**src/rtl/lbus_pkg.sv**
```systemverilog
package lbus_pkg;

  typedef enum logic [2:0] {
    K_MEM_RD = 3'd0,
    K_MEM_WR = 3'd1,
    K_IO_RD  = 3'd2,
    K_IO_WR  = 3'd3,
    K_CODE   = 3'd4,
    K_INTA   = 3'd5,
    K_HALT   = 3'd6
  } kind_e;

  typedef enum logic [2:0] {
    ST_IDLE,
    ST_STAT,
    ST_CMD,
    ST_FLT,
    ST_HLD
  } st_e;

  function automatic logic [1:0] status_code(kind_e k);
    case (k)
      K_MEM_RD, K_IO_RD, K_CODE, K_INTA: status_code = 2'b01;
      K_MEM_WR, K_IO_WR:                 status_code = 2'b10;
      K_HALT:                            status_code = 2'b00;
      default:                           status_code = 2'b11;
    endcase
  endfunction

  function automatic logic kind_writes(kind_e k);
    kind_writes = (k == K_MEM_WR) || (k == K_IO_WR);
  endfunction

  function automatic logic kind_returns(kind_e k);
    kind_returns = (k == K_MEM_RD) || (k == K_IO_RD) || (k == K_CODE) || (k == K_INTA);
  endfunction

  function automatic logic kind_mio(kind_e k);
    kind_mio = (k == K_MEM_RD) || (k == K_MEM_WR) || (k == K_CODE) || (k == K_HALT);
  endfunction

  function automatic logic kind_cod(kind_e k);
    kind_cod = (k == K_CODE) || (k == K_IO_RD) || (k == K_IO_WR);
  endfunction

  function automatic logic kind_io(kind_e k);
    kind_io = (k == K_IO_RD) || (k == K_IO_WR);
  endfunction

endpackage

```
**src/rtl/lbus_lane_map.sv**
```systemverilog
module lbus_lane_map #(
  parameter int ADDR_W    = 24,
  parameter int DATA_W    = 16,
  parameter int IO_ADDR_W = 16
) (
  input  logic [ADDR_W-1:0] addr,
  input  logic              wide,
  input  logic              is_io,
  input  logic [DATA_W-1:0] wdata,
  input  logic [DATA_W-1:0] din,
  output logic [ADDR_W-1:0] addr_out,
  output logic              bhe_n,
  output logic [DATA_W-1:0] dout,
  output logic [DATA_W-1:0] rdata_sel
);
  localparam int LANE_W = DATA_W / 2;

  always_comb begin
    addr_out = addr;
    if (is_io) addr_out[ADDR_W-1:IO_ADDR_W] = '0;
    bhe_n = !(wide || addr[0]);
    dout  = wide ? wdata : {2{wdata[LANE_W-1:0]}};
    if (wide)
      rdata_sel = din;
    else if (addr[0])
      rdata_sel = {{LANE_W{1'b0}}, din[DATA_W-1:LANE_W]};
    else
      rdata_sel = {{LANE_W{1'b0}}, din[LANE_W-1:0]};
  end
endmodule

```
**src/rtl/lbus_lock_track.sv**
```systemverilog
module lbus_lock_track #(
  parameter int LOCK_SPAN = 2
) (
  input  logic clk,
  input  logic rst_n,
  input  logic accept,
  input  logic new_locked,
  input  logic cycle_end,
  output logic lock_active,
  output logic lock_free_after
);
  localparam int CW = $clog2(LOCK_SPAN + 1);

  logic [CW-1:0] left_q;

  always_ff @(posedge clk or negedge rst_n) begin
    if (!rst_n)
      left_q <= '0;
    else if (accept && new_locked)
      left_q <= CW'(LOCK_SPAN);
    else if (cycle_end && left_q != '0)
      left_q <= left_q - CW'(1);
  end

  assign lock_active     = (left_q != '0);
  assign lock_free_after = (left_q <= CW'(1));
endmodule

```
**src/rtl/lbus_seq.sv**
```systemverilog
module lbus_seq
  import lbus_pkg::*;
(
  input  logic clk,
  input  logic rst_n,
  input  logic req_valid,
  input  logic hold,
  input  logic ready_n,
  input  logic lock_active,
  input  logic lock_free_after,
  output st_e  state,
  output logic req_ready,
  output logic accept,
  output logic cycle_end
);
  st_e  state_d;
  logic grant_idle, grant_end;

  always_comb begin
    cycle_end  = (state == ST_CMD) && !ready_n;
    grant_idle = hold && !lock_active;
    grant_end  = hold && lock_free_after;
    req_ready  = ((state == ST_IDLE) && !grant_idle) || (cycle_end && !grant_end);
    accept     = req_valid && req_ready;
    state_d    = state;
    case (state)
      ST_IDLE: if (grant_idle) state_d = ST_FLT;
               else if (accept) state_d = ST_STAT;
      ST_STAT: state_d = ST_CMD;
      ST_CMD:  if (cycle_end) begin
                 if (grant_end)   state_d = ST_FLT;
                 else if (accept) state_d = ST_STAT;
                 else             state_d = ST_IDLE;
               end
      ST_FLT:  state_d = ST_HLD;
      ST_HLD:  if (!hold) state_d = ST_IDLE;
      default: state_d = ST_IDLE;
    endcase
  end

  always_ff @(posedge clk or negedge rst_n) begin
    if (!rst_n) state <= ST_IDLE;
    else        state <= state_d;
  end
endmodule

```
**src/rtl/lbus_cycle_ctrl.sv**
```systemverilog
module lbus_cycle_ctrl
  import lbus_pkg::*;
#(
  parameter int ADDR_W    = 24,
  parameter int DATA_W    = 16,
  parameter int IO_ADDR_W = 16,
  parameter int LOCK_SPAN = 2
) (
  input  logic              clk,
  input  logic              rst_n,
  input  logic              req_valid,
  output logic              req_ready,
  input  logic [2:0]        req_kind,
  input  logic [ADDR_W-1:0] req_addr,
  input  logic              req_wide,
  input  logic [DATA_W-1:0] req_wdata,
  input  logic              req_lock,
  output logic              rsp_valid,
  output logic [DATA_W-1:0] rsp_rdata,
  output logic [ADDR_W-1:0] bus_addr,
  output logic              bus_bhe_n,
  output logic              bus_ctl_oe,
  output logic [DATA_W-1:0] bus_dout,
  output logic              bus_data_oe,
  input  logic [DATA_W-1:0] bus_din,
  output logic [1:0]        bus_s_n,
  output logic              bus_mio,
  output logic              bus_cod_inta,
  output logic              bus_lock_n,
  input  logic              ready_n,
  input  logic              hold,
  output logic              hlda
);
  st_e  state;
  logic accept, cycle_end, lock_active, lock_free_after;
  logic new_locked;

  kind_e             cur_kind;
  logic [ADDR_W-1:0] cur_addr;
  logic              cur_wide;
  logic [DATA_W-1:0] cur_wdata;
  logic [DATA_W-1:0] rdata_sel;

  assign new_locked = req_lock || (kind_e'(req_kind) == K_INTA);

  lbus_seq seq_i (
    .clk, .rst_n, .req_valid, .hold, .ready_n,
    .lock_active, .lock_free_after,
    .state, .req_ready, .accept, .cycle_end
  );

  lbus_lock_track #(.LOCK_SPAN(LOCK_SPAN)) lock_i (
    .clk, .rst_n, .accept, .new_locked, .cycle_end,
    .lock_active, .lock_free_after
  );

  lbus_lane_map #(.ADDR_W(ADDR_W), .DATA_W(DATA_W), .IO_ADDR_W(IO_ADDR_W)) lane_i (
    .addr(cur_addr), .wide(cur_wide), .is_io(kind_io(cur_kind)),
    .wdata(cur_wdata), .din(bus_din),
    .addr_out(bus_addr), .bhe_n(bus_bhe_n), .dout(bus_dout), .rdata_sel(rdata_sel)
  );

  always_ff @(posedge clk or negedge rst_n) begin
    if (!rst_n) begin
      cur_kind  <= K_MEM_RD;
      cur_addr  <= '0;
      cur_wide  <= 1'b0;
      cur_wdata <= '0;
    end else if (accept) begin
      cur_kind  <= kind_e'(req_kind);
      cur_addr  <= req_addr;
      cur_wide  <= req_wide;
      cur_wdata <= req_wdata;
    end
  end

  always_ff @(posedge clk or negedge rst_n) begin
    if (!rst_n) begin
      rsp_valid <= 1'b0;
      rsp_rdata <= '0;
    end else begin
      rsp_valid <= cycle_end && kind_returns(cur_kind);
      if (cycle_end && kind_returns(cur_kind)) rsp_rdata <= rdata_sel;
    end
  end

  always_comb begin
    bus_ctl_oe   = (state != ST_FLT) && (state != ST_HLD);
    bus_data_oe  = ((state == ST_STAT) || (state == ST_CMD)) && kind_writes(cur_kind);
    bus_s_n      = (state == ST_STAT) ? status_code(cur_kind) : 2'b11;
    bus_mio      = kind_mio(cur_kind);
    bus_cod_inta = kind_cod(cur_kind);
    bus_lock_n   = !lock_active;
    hlda         = (state == ST_HLD);
  end
endmodule

```
**config.mk**
```make
export PLATFORM = sky130hd
export DESIGN_NAME = lbus_cycle_ctrl
export DESIGN_NICKNAME = d
export VERILOG_FILES = /design/src/rtl/lbus_pkg.sv /design/src/rtl/lbus_lane_map.sv /design/src/rtl/lbus_lock_track.sv /design/src/rtl/lbus_seq.sv /design/src/rtl/lbus_cycle_ctrl.sv
export SDC_FILE = /design/constraint.sdc
export NUM_CORES = 1
export LEC_CHECK = 0
export CAP_MARGIN = 20
export CORE_UTILIZATION = 44
export DETAILED_ROUTE_END_ITERATION = 8
export HOLD_SLACK_MARGIN = 0.08
export PLACE_DENSITY_LB_ADDON = 0.1
export SETUP_SLACK_MARGIN = 0.3
export SLEW_MARGIN = 20
export SYNTH_ARGS = -nofsm -noshare
export SYNTH_HDL_FRONTEND = slang
export SYNTH_HIERARCHICAL = 1
export SYNTH_SLANG_ARGS = --single-unit
```
**constraint.sdc**
```tcl
create_clock -name clk -period 3.1 [get_ports clk]
set_input_delay 0.465 -clock clk [delete_from_list [all_inputs] [get_ports clk]]
set_output_delay 0.465 -clock clk [all_outputs]
set_load 0.005 [all_outputs]
```
After elaboration in Yosys (flattened, before gate mapping)
Index checks and enable logic that the tools add are counted.
{ "word_totals": {"input_bits": 66, "out_inout_bits": 67, "regBits": 66} }
{ "classes": {"n_lt_le_gt_ge": 1, "n_mux": 15, "n_addsub": 1, "reduce_logical": 37, "n_eq_ne": 16} }
{ "ops": {"columns": ["operator", "n"], "rows": [
  ["16-bit two-way mux", 2],
  ["8-bit two-way mux", 2],
  ["3-bit == test, second input constant", 5],
  ["3-bit two-way mux", 5],
  ["3-bit case mux with 5 select lines", 1],
  ["1-bit logical OR", 14],
  ["3-bit by 2-bit == test with 1-bit output, second input constant", 4],
  ["1-bit logical AND", 11],
  ["3-bit by 1-bit == test with 1-bit output, second input constant", 2],
  ["3-bit zero test", 2],
  ["2-bit two-way mux", 3],
  ["2-bit case mux with 3 select lines", 1],
  ["1-bit zero test", 5],
  ["2-bit inequality test, second input constant", 2],
  ["2-bit nonzero test", 2],
  ["4-bit OR reduction", 1],
  ["3-bit by 1-bit inequality test with 1-bit output, second input constant", 1],
  ["3-bit by 2-bit inequality test with 1-bit output, second input constant", 1],
  ["3-bit inequality test, second input constant", 1],
  ["3-bit AND reduction", 1],
  ["2-bit by 1-bit less-or-equal comparator with 1-bit output, second input constant", 1],
  ["2-bit OR reduction", 1],
  ["2-bit by 1-bit subtractor with 2-bit output, second input constant", 1],
  ["1-bit two-way mux", 1]
]} }

Logic depth before layout (Yosys ltp)
{ "depth": {"word_depth": 11, "mapped_depth": 10} }

Hierarchy
Netlist, hierarchy kept.
{ "by_module_without_submodules": {"columns": ["mod", "seq_area_each_um2", "cells_each", "area_per_inst_um2", "n_inst"], "rows": [
  ["lbus_cycle_ctrl", 1526.5, 151, 2413.6, 1],
  ["lbus_lane_map", 0.0, 61, 534.3, 1],
  ["lbus_seq", 75.1, 24, 219.0, 1],
  ["lbus_lock_track", 50.0, 13, 136.4, 1]
]} }

Worst setup path before layout
No wires, ideal clock.
{ "synth_path": {"path_kind": "register to register", "startpoint": "register seq_i.state[0]", "endpoint": "register cur_addr[0]", "path_slack_ns": 0.845, "synth_period_minus_slack_ns": 2.255, "stages_incl_launch_ff": 8, "required_time_ns": 2.975, "t_arrival_ns": 2.130, "cell_sequence": "dfrtp_1 > buf_2 > nor4b_4 > a221o_1 > and2_1 > buf_2 > buf_2 > mux2_2"} }
{ "synth_via": {"elab_chain_len": 5} }
{ "synth_lines": {"columns": ["element", "line", "text"], "rows": [
  ["start, declared", "lbus_seq.sv:11", "output st_e state,"],
  ["start signal, assigned", "lbus_seq.sv:43", "else state <= state_d;"],
  ["3-bit by 2-bit == test with 1-bit output", "lbus_seq.sv:20", "cycle_end = (state == ST_CMD) && !ready_n;"],
  ["1-bit logical AND", "lbus_seq.sv:20", null],
  ["net cycle_end", "lbus_cycle_ctrl.sv:35", "logic accept, cycle_end, lock_active, lock_free_after;"],
  ["1-bit logical AND", "lbus_seq.sv:23", "req_ready = ((state == ST_IDLE) && !grant_idle) || (cycle_end && !grant_end);"],
  ["1-bit logical OR", "lbus_seq.sv:23", null],
  ["net req_ready", "lbus_cycle_ctrl.sv:12", "output logic req_ready,"],
  ["1-bit logical AND", "lbus_seq.sv:24", "accept = req_valid && req_ready;"],
  ["net accept", "lbus_cycle_ctrl.sv:35", null],
  ["end signal, assigned", "lbus_cycle_ctrl.sv:71", "cur_addr <= req_addr;"],
  ["end, declared", "lbus_cycle_ctrl.sv:39", "logic [ADDR_W-1:0] cur_addr;"]
]} }
The timed path passes the listed nets, and every way through them passes these cells.
A chain may end at the register's enable or synchronous reset.

Worst setup path after layout
{ "layout_path": {"startpoint": "input port ready_n", "endpoint": "output port req_ready"} }
{ "layout_via": {"elab_chain_len": 4} }
{ "layout_lines": {"columns": ["element", "line", "text"], "rows": [
  ["start, declared", "lbus_cycle_ctrl.sv:30", "input logic ready_n,"],
  ["1-bit zero test", "lbus_seq.sv:20", null],
  ["1-bit logical AND", "lbus_seq.sv:20", null],
  ["1-bit logical AND", "lbus_seq.sv:23", null],
  ["1-bit logical OR", "lbus_seq.sv:23", null],
  ["end, declared", "lbus_cycle_ctrl.sv:12", null]
]} }
No other way between the ends.

==> flow_metrics.env <==
export IMPL_status="finished, final reports clean"
export IMPL_worst_ep_required_time_ns=2.63
export IMPL_cts_tree="built"
export IMPL_synth_edf_count=0
export IMPL_vias=2210
export IMPL_worst_pin_slew_ns=0.633
export IMPL_maxSlewHeadroom_pct=57.8
export IMPL_hold_buffers=1
export IMPL_r2r_slack_ns=0.91
export IMPL_grt_usage_pct=18.1
export IMPL_die_w_um=88.6
export IMPL_grt_max_degree=29
export IMPL_worst_slack_ns=0.540
export IMPL_worst_hold_slack_ns=0.505
export IMPL_final_setup_tns_ns=0
export IMPL_port_buffers=132
export IMPL_drive_above_1_share_pct=28.3
export IMPL_gp_congestion=0.782
export IMPL_slew_violations=0
export IMPL_rows=31
export IMPL_yosysWarnings=6
export IMPL_ys_seq_elements=66
export IMPL_fmax_ghz=0.391
export IMPL_syn_to_final_growth_pct=45.8
export IMPL_cts_resized=0
export IMPL_drc=0
export IMPL_hold_viol_final=0
export IMPL_dp_slack_ns=0.449
export IMPL_drv_cap=0
export IMPL_endpoint_kind="output port"
export IMPL_arrival_ns=2.10
export IMPL_numCtsBuffers=9
export IMPL_min_path_type="reg2reg"
export IMPL_path_clk_slew_ns=0.07
export IMPL_final_common_cell="clkdlybuf4s50_1"
export IMPL_layout_common_cells="clkdlybuf4s50_1, dfrtp_1, mux2_2"
export IMPL_power_density_nw_per_um2=1030
export IMPL_insertion_delay_ns=0.33
export IMPL_yosysSeqAreaShare_pct=50.0
export IMPL_cts_buffer_depth=2
export IMPL_cts_sinks=66
export IMPL_core_area_um2=7250
export IMPL_period_share_pct=82.6
export IMPL_fin_util_pct=66.4
export IMPL_drt_pass1_iter_count=4
export IMPL_fin_nets=431
export IMPL_synth_cell_types=33
export IMPL_synth_fp_nets=317
export IMPL_routedWlPerCell_um=14.5
export IMPL_grt_ovfl_total=0
export IMPL_cellLeakagePower_nw=2.05
export IMPL_ir_drop_mv=0.560
export IMPL_p_total_mw=4.97
export IMPL_worstPathMaxFanout=4
export IMPL_clockRootBuffer="clkbuf_8"
export IMPL_fin_skew_ns=0.0120
export IMPL_syn_avg_cell_area_um2=13.3
export IMPL_grt_pass1_wl_mm=10.7
export IMPL_start_util_pct=45.5
export IMPL_htreeDepth=3
export IMPL_syn_instance_count=249
export IMPL_setup_violations=0
export IMPL_dp_hpwl_mm=4.96
export IMPL_ys_async_sr_fraction_pct=100
export IMPL_worstSetupPathType="in2out"
export IMPL_drt_initial_drc_count=40
export IMPL_finalWirelength_mm=6.75
export IMPL_critPathLaunchType="input port"
export IMPL_synth_area_um2=3300
export IMPL_yosys_most_used_dff="dfrtp_1"
export IMPL_fin_crit_ns=2.56
export IMPL_postRouteAntennaNets=0
export IMPL_via_per_inst=4.73
export IMPL_num_io_pins=133
export IMPL_rsz0062_at_grt="no"
export IMPL_die_area_um2=7860
export IMPL_grt_pass1_vias=2176
export IMPL_post_cts_buffers=0
export IMPL_antenna_found_initial=0
export IMPL_antenna_cells=0
export IMPL_die_h_um=88.6
## Yosys cell counts, types with 2 or more instances
library cell   n  area share, %
nor2_1         2           0.23
o21ai_0        2           0.30
a221o_1        2           0.61
ha_1           2           0.76
nand2b_4       3            1.3
buf_4         24            5.5
nand2_1        7           0.80
buf_2          7            1.1
buf_6          3            1.0
mux2_2        58             20
xnor2_1        2           0.53
nand3b_1       2           0.45
dfrtp_1       66             50
nor3_1         5           0.76
nor2b_1       12            2.3
mux2_4        17            7.7
a21oi_1        5           0.76
and2_1         9            1.7
inv_1          7           0.80
## path summary, 6_finish.rpt
path,from,endpoint,depth (start not counted)
max in group asynchronous,rst_n,cur_addr[23],3
min,cur_addr[22],cur_addr[22],1
min reg2reg,cur_addr[22],cur_addr[22],1
min in group asynchronous,rst_n,rsp_rdata[1],2
max,ready_n,req_ready,4
max reg2reg,seq_i/state[1],cur_wdata[14],5
## area by class of cell
| cell class | count | area [um2] |
|---|---|---|
| Clock inverter | 4 | 97.6 |
| Clock buffer | 12 | 155 |
| Tap cell | 99 | 124 |
| Multi-Input combinational cell | 141 | 1370 |
| Sequential cell | 66 | 1650 |
| Fill cell | 576 | 2440 |
| Inverter | 7 | 26.3 |
| Timing Repair Buffer | 138 | 1390 |
## per-stage QoR
step                instances  instance area (um2)
floorplan                 249                 3300
global placement          450                 4550
detailed placement        450                 4550
CTS                       467                 4820
global route              467                 4820
finish                    467                 4820
## registers in the layout (all words and copies together), names as in the netlist
| register | cells |
|---|---|
| lock_i/left_q | 2 |
| cur_kind | 3 |
| seq_i/state | 3 |
| cur_wide | 1 |
| cur_wdata | 16 |
| cur_addr | 24 |
| rsp_rdata | 16 |
| rsp_valid | 1 |
## report_power, final
part | leakage (nW) | internal, mW | switching, mW
logic | 1.14 | 1.69 | 0.767
registers | 0.792 | 1.29 | 0.336
clock network | 0.123 | 0.579 | 0.311
## per-layer routing
metal	track usage (%)	vias up	wire length, um
li1	-	1063	-
met1	24.0	1049	2980
met2	27.8	88	3130
met3	5.04	10	532
met4	7.92	0	111
met5	0	-	0
## critical path, cell delays in order
cell and delay (ns):
clkdlybuf4s50_1 0.49, a2111oi_0 0.44, a221o_1 0.18, clkdlybuf4s50_1 0.52
## kinds of logic (layout without fill, tap and decap cells)
| family | after synthesis | count (layout) | share of synthesized area (%) |
|---|---|---|---|
| muxes | 75 | 75 | 27.5 |
| DFF | 66 | 66 | 50.0 |
| and+or+nand+nor | 48 | 48 | 9.92 |
| buffers and inverters | 42 | 161 | 8.45 |
| AOI/OAI and AO/OA | 14 | 14 | 2.84 |
| adders and majority gates | 2 | 2 | 0.757 |
| xor gates and xnor gates | 2 | 2 | 0.530 |
Power figures use the tool's default switching activity.
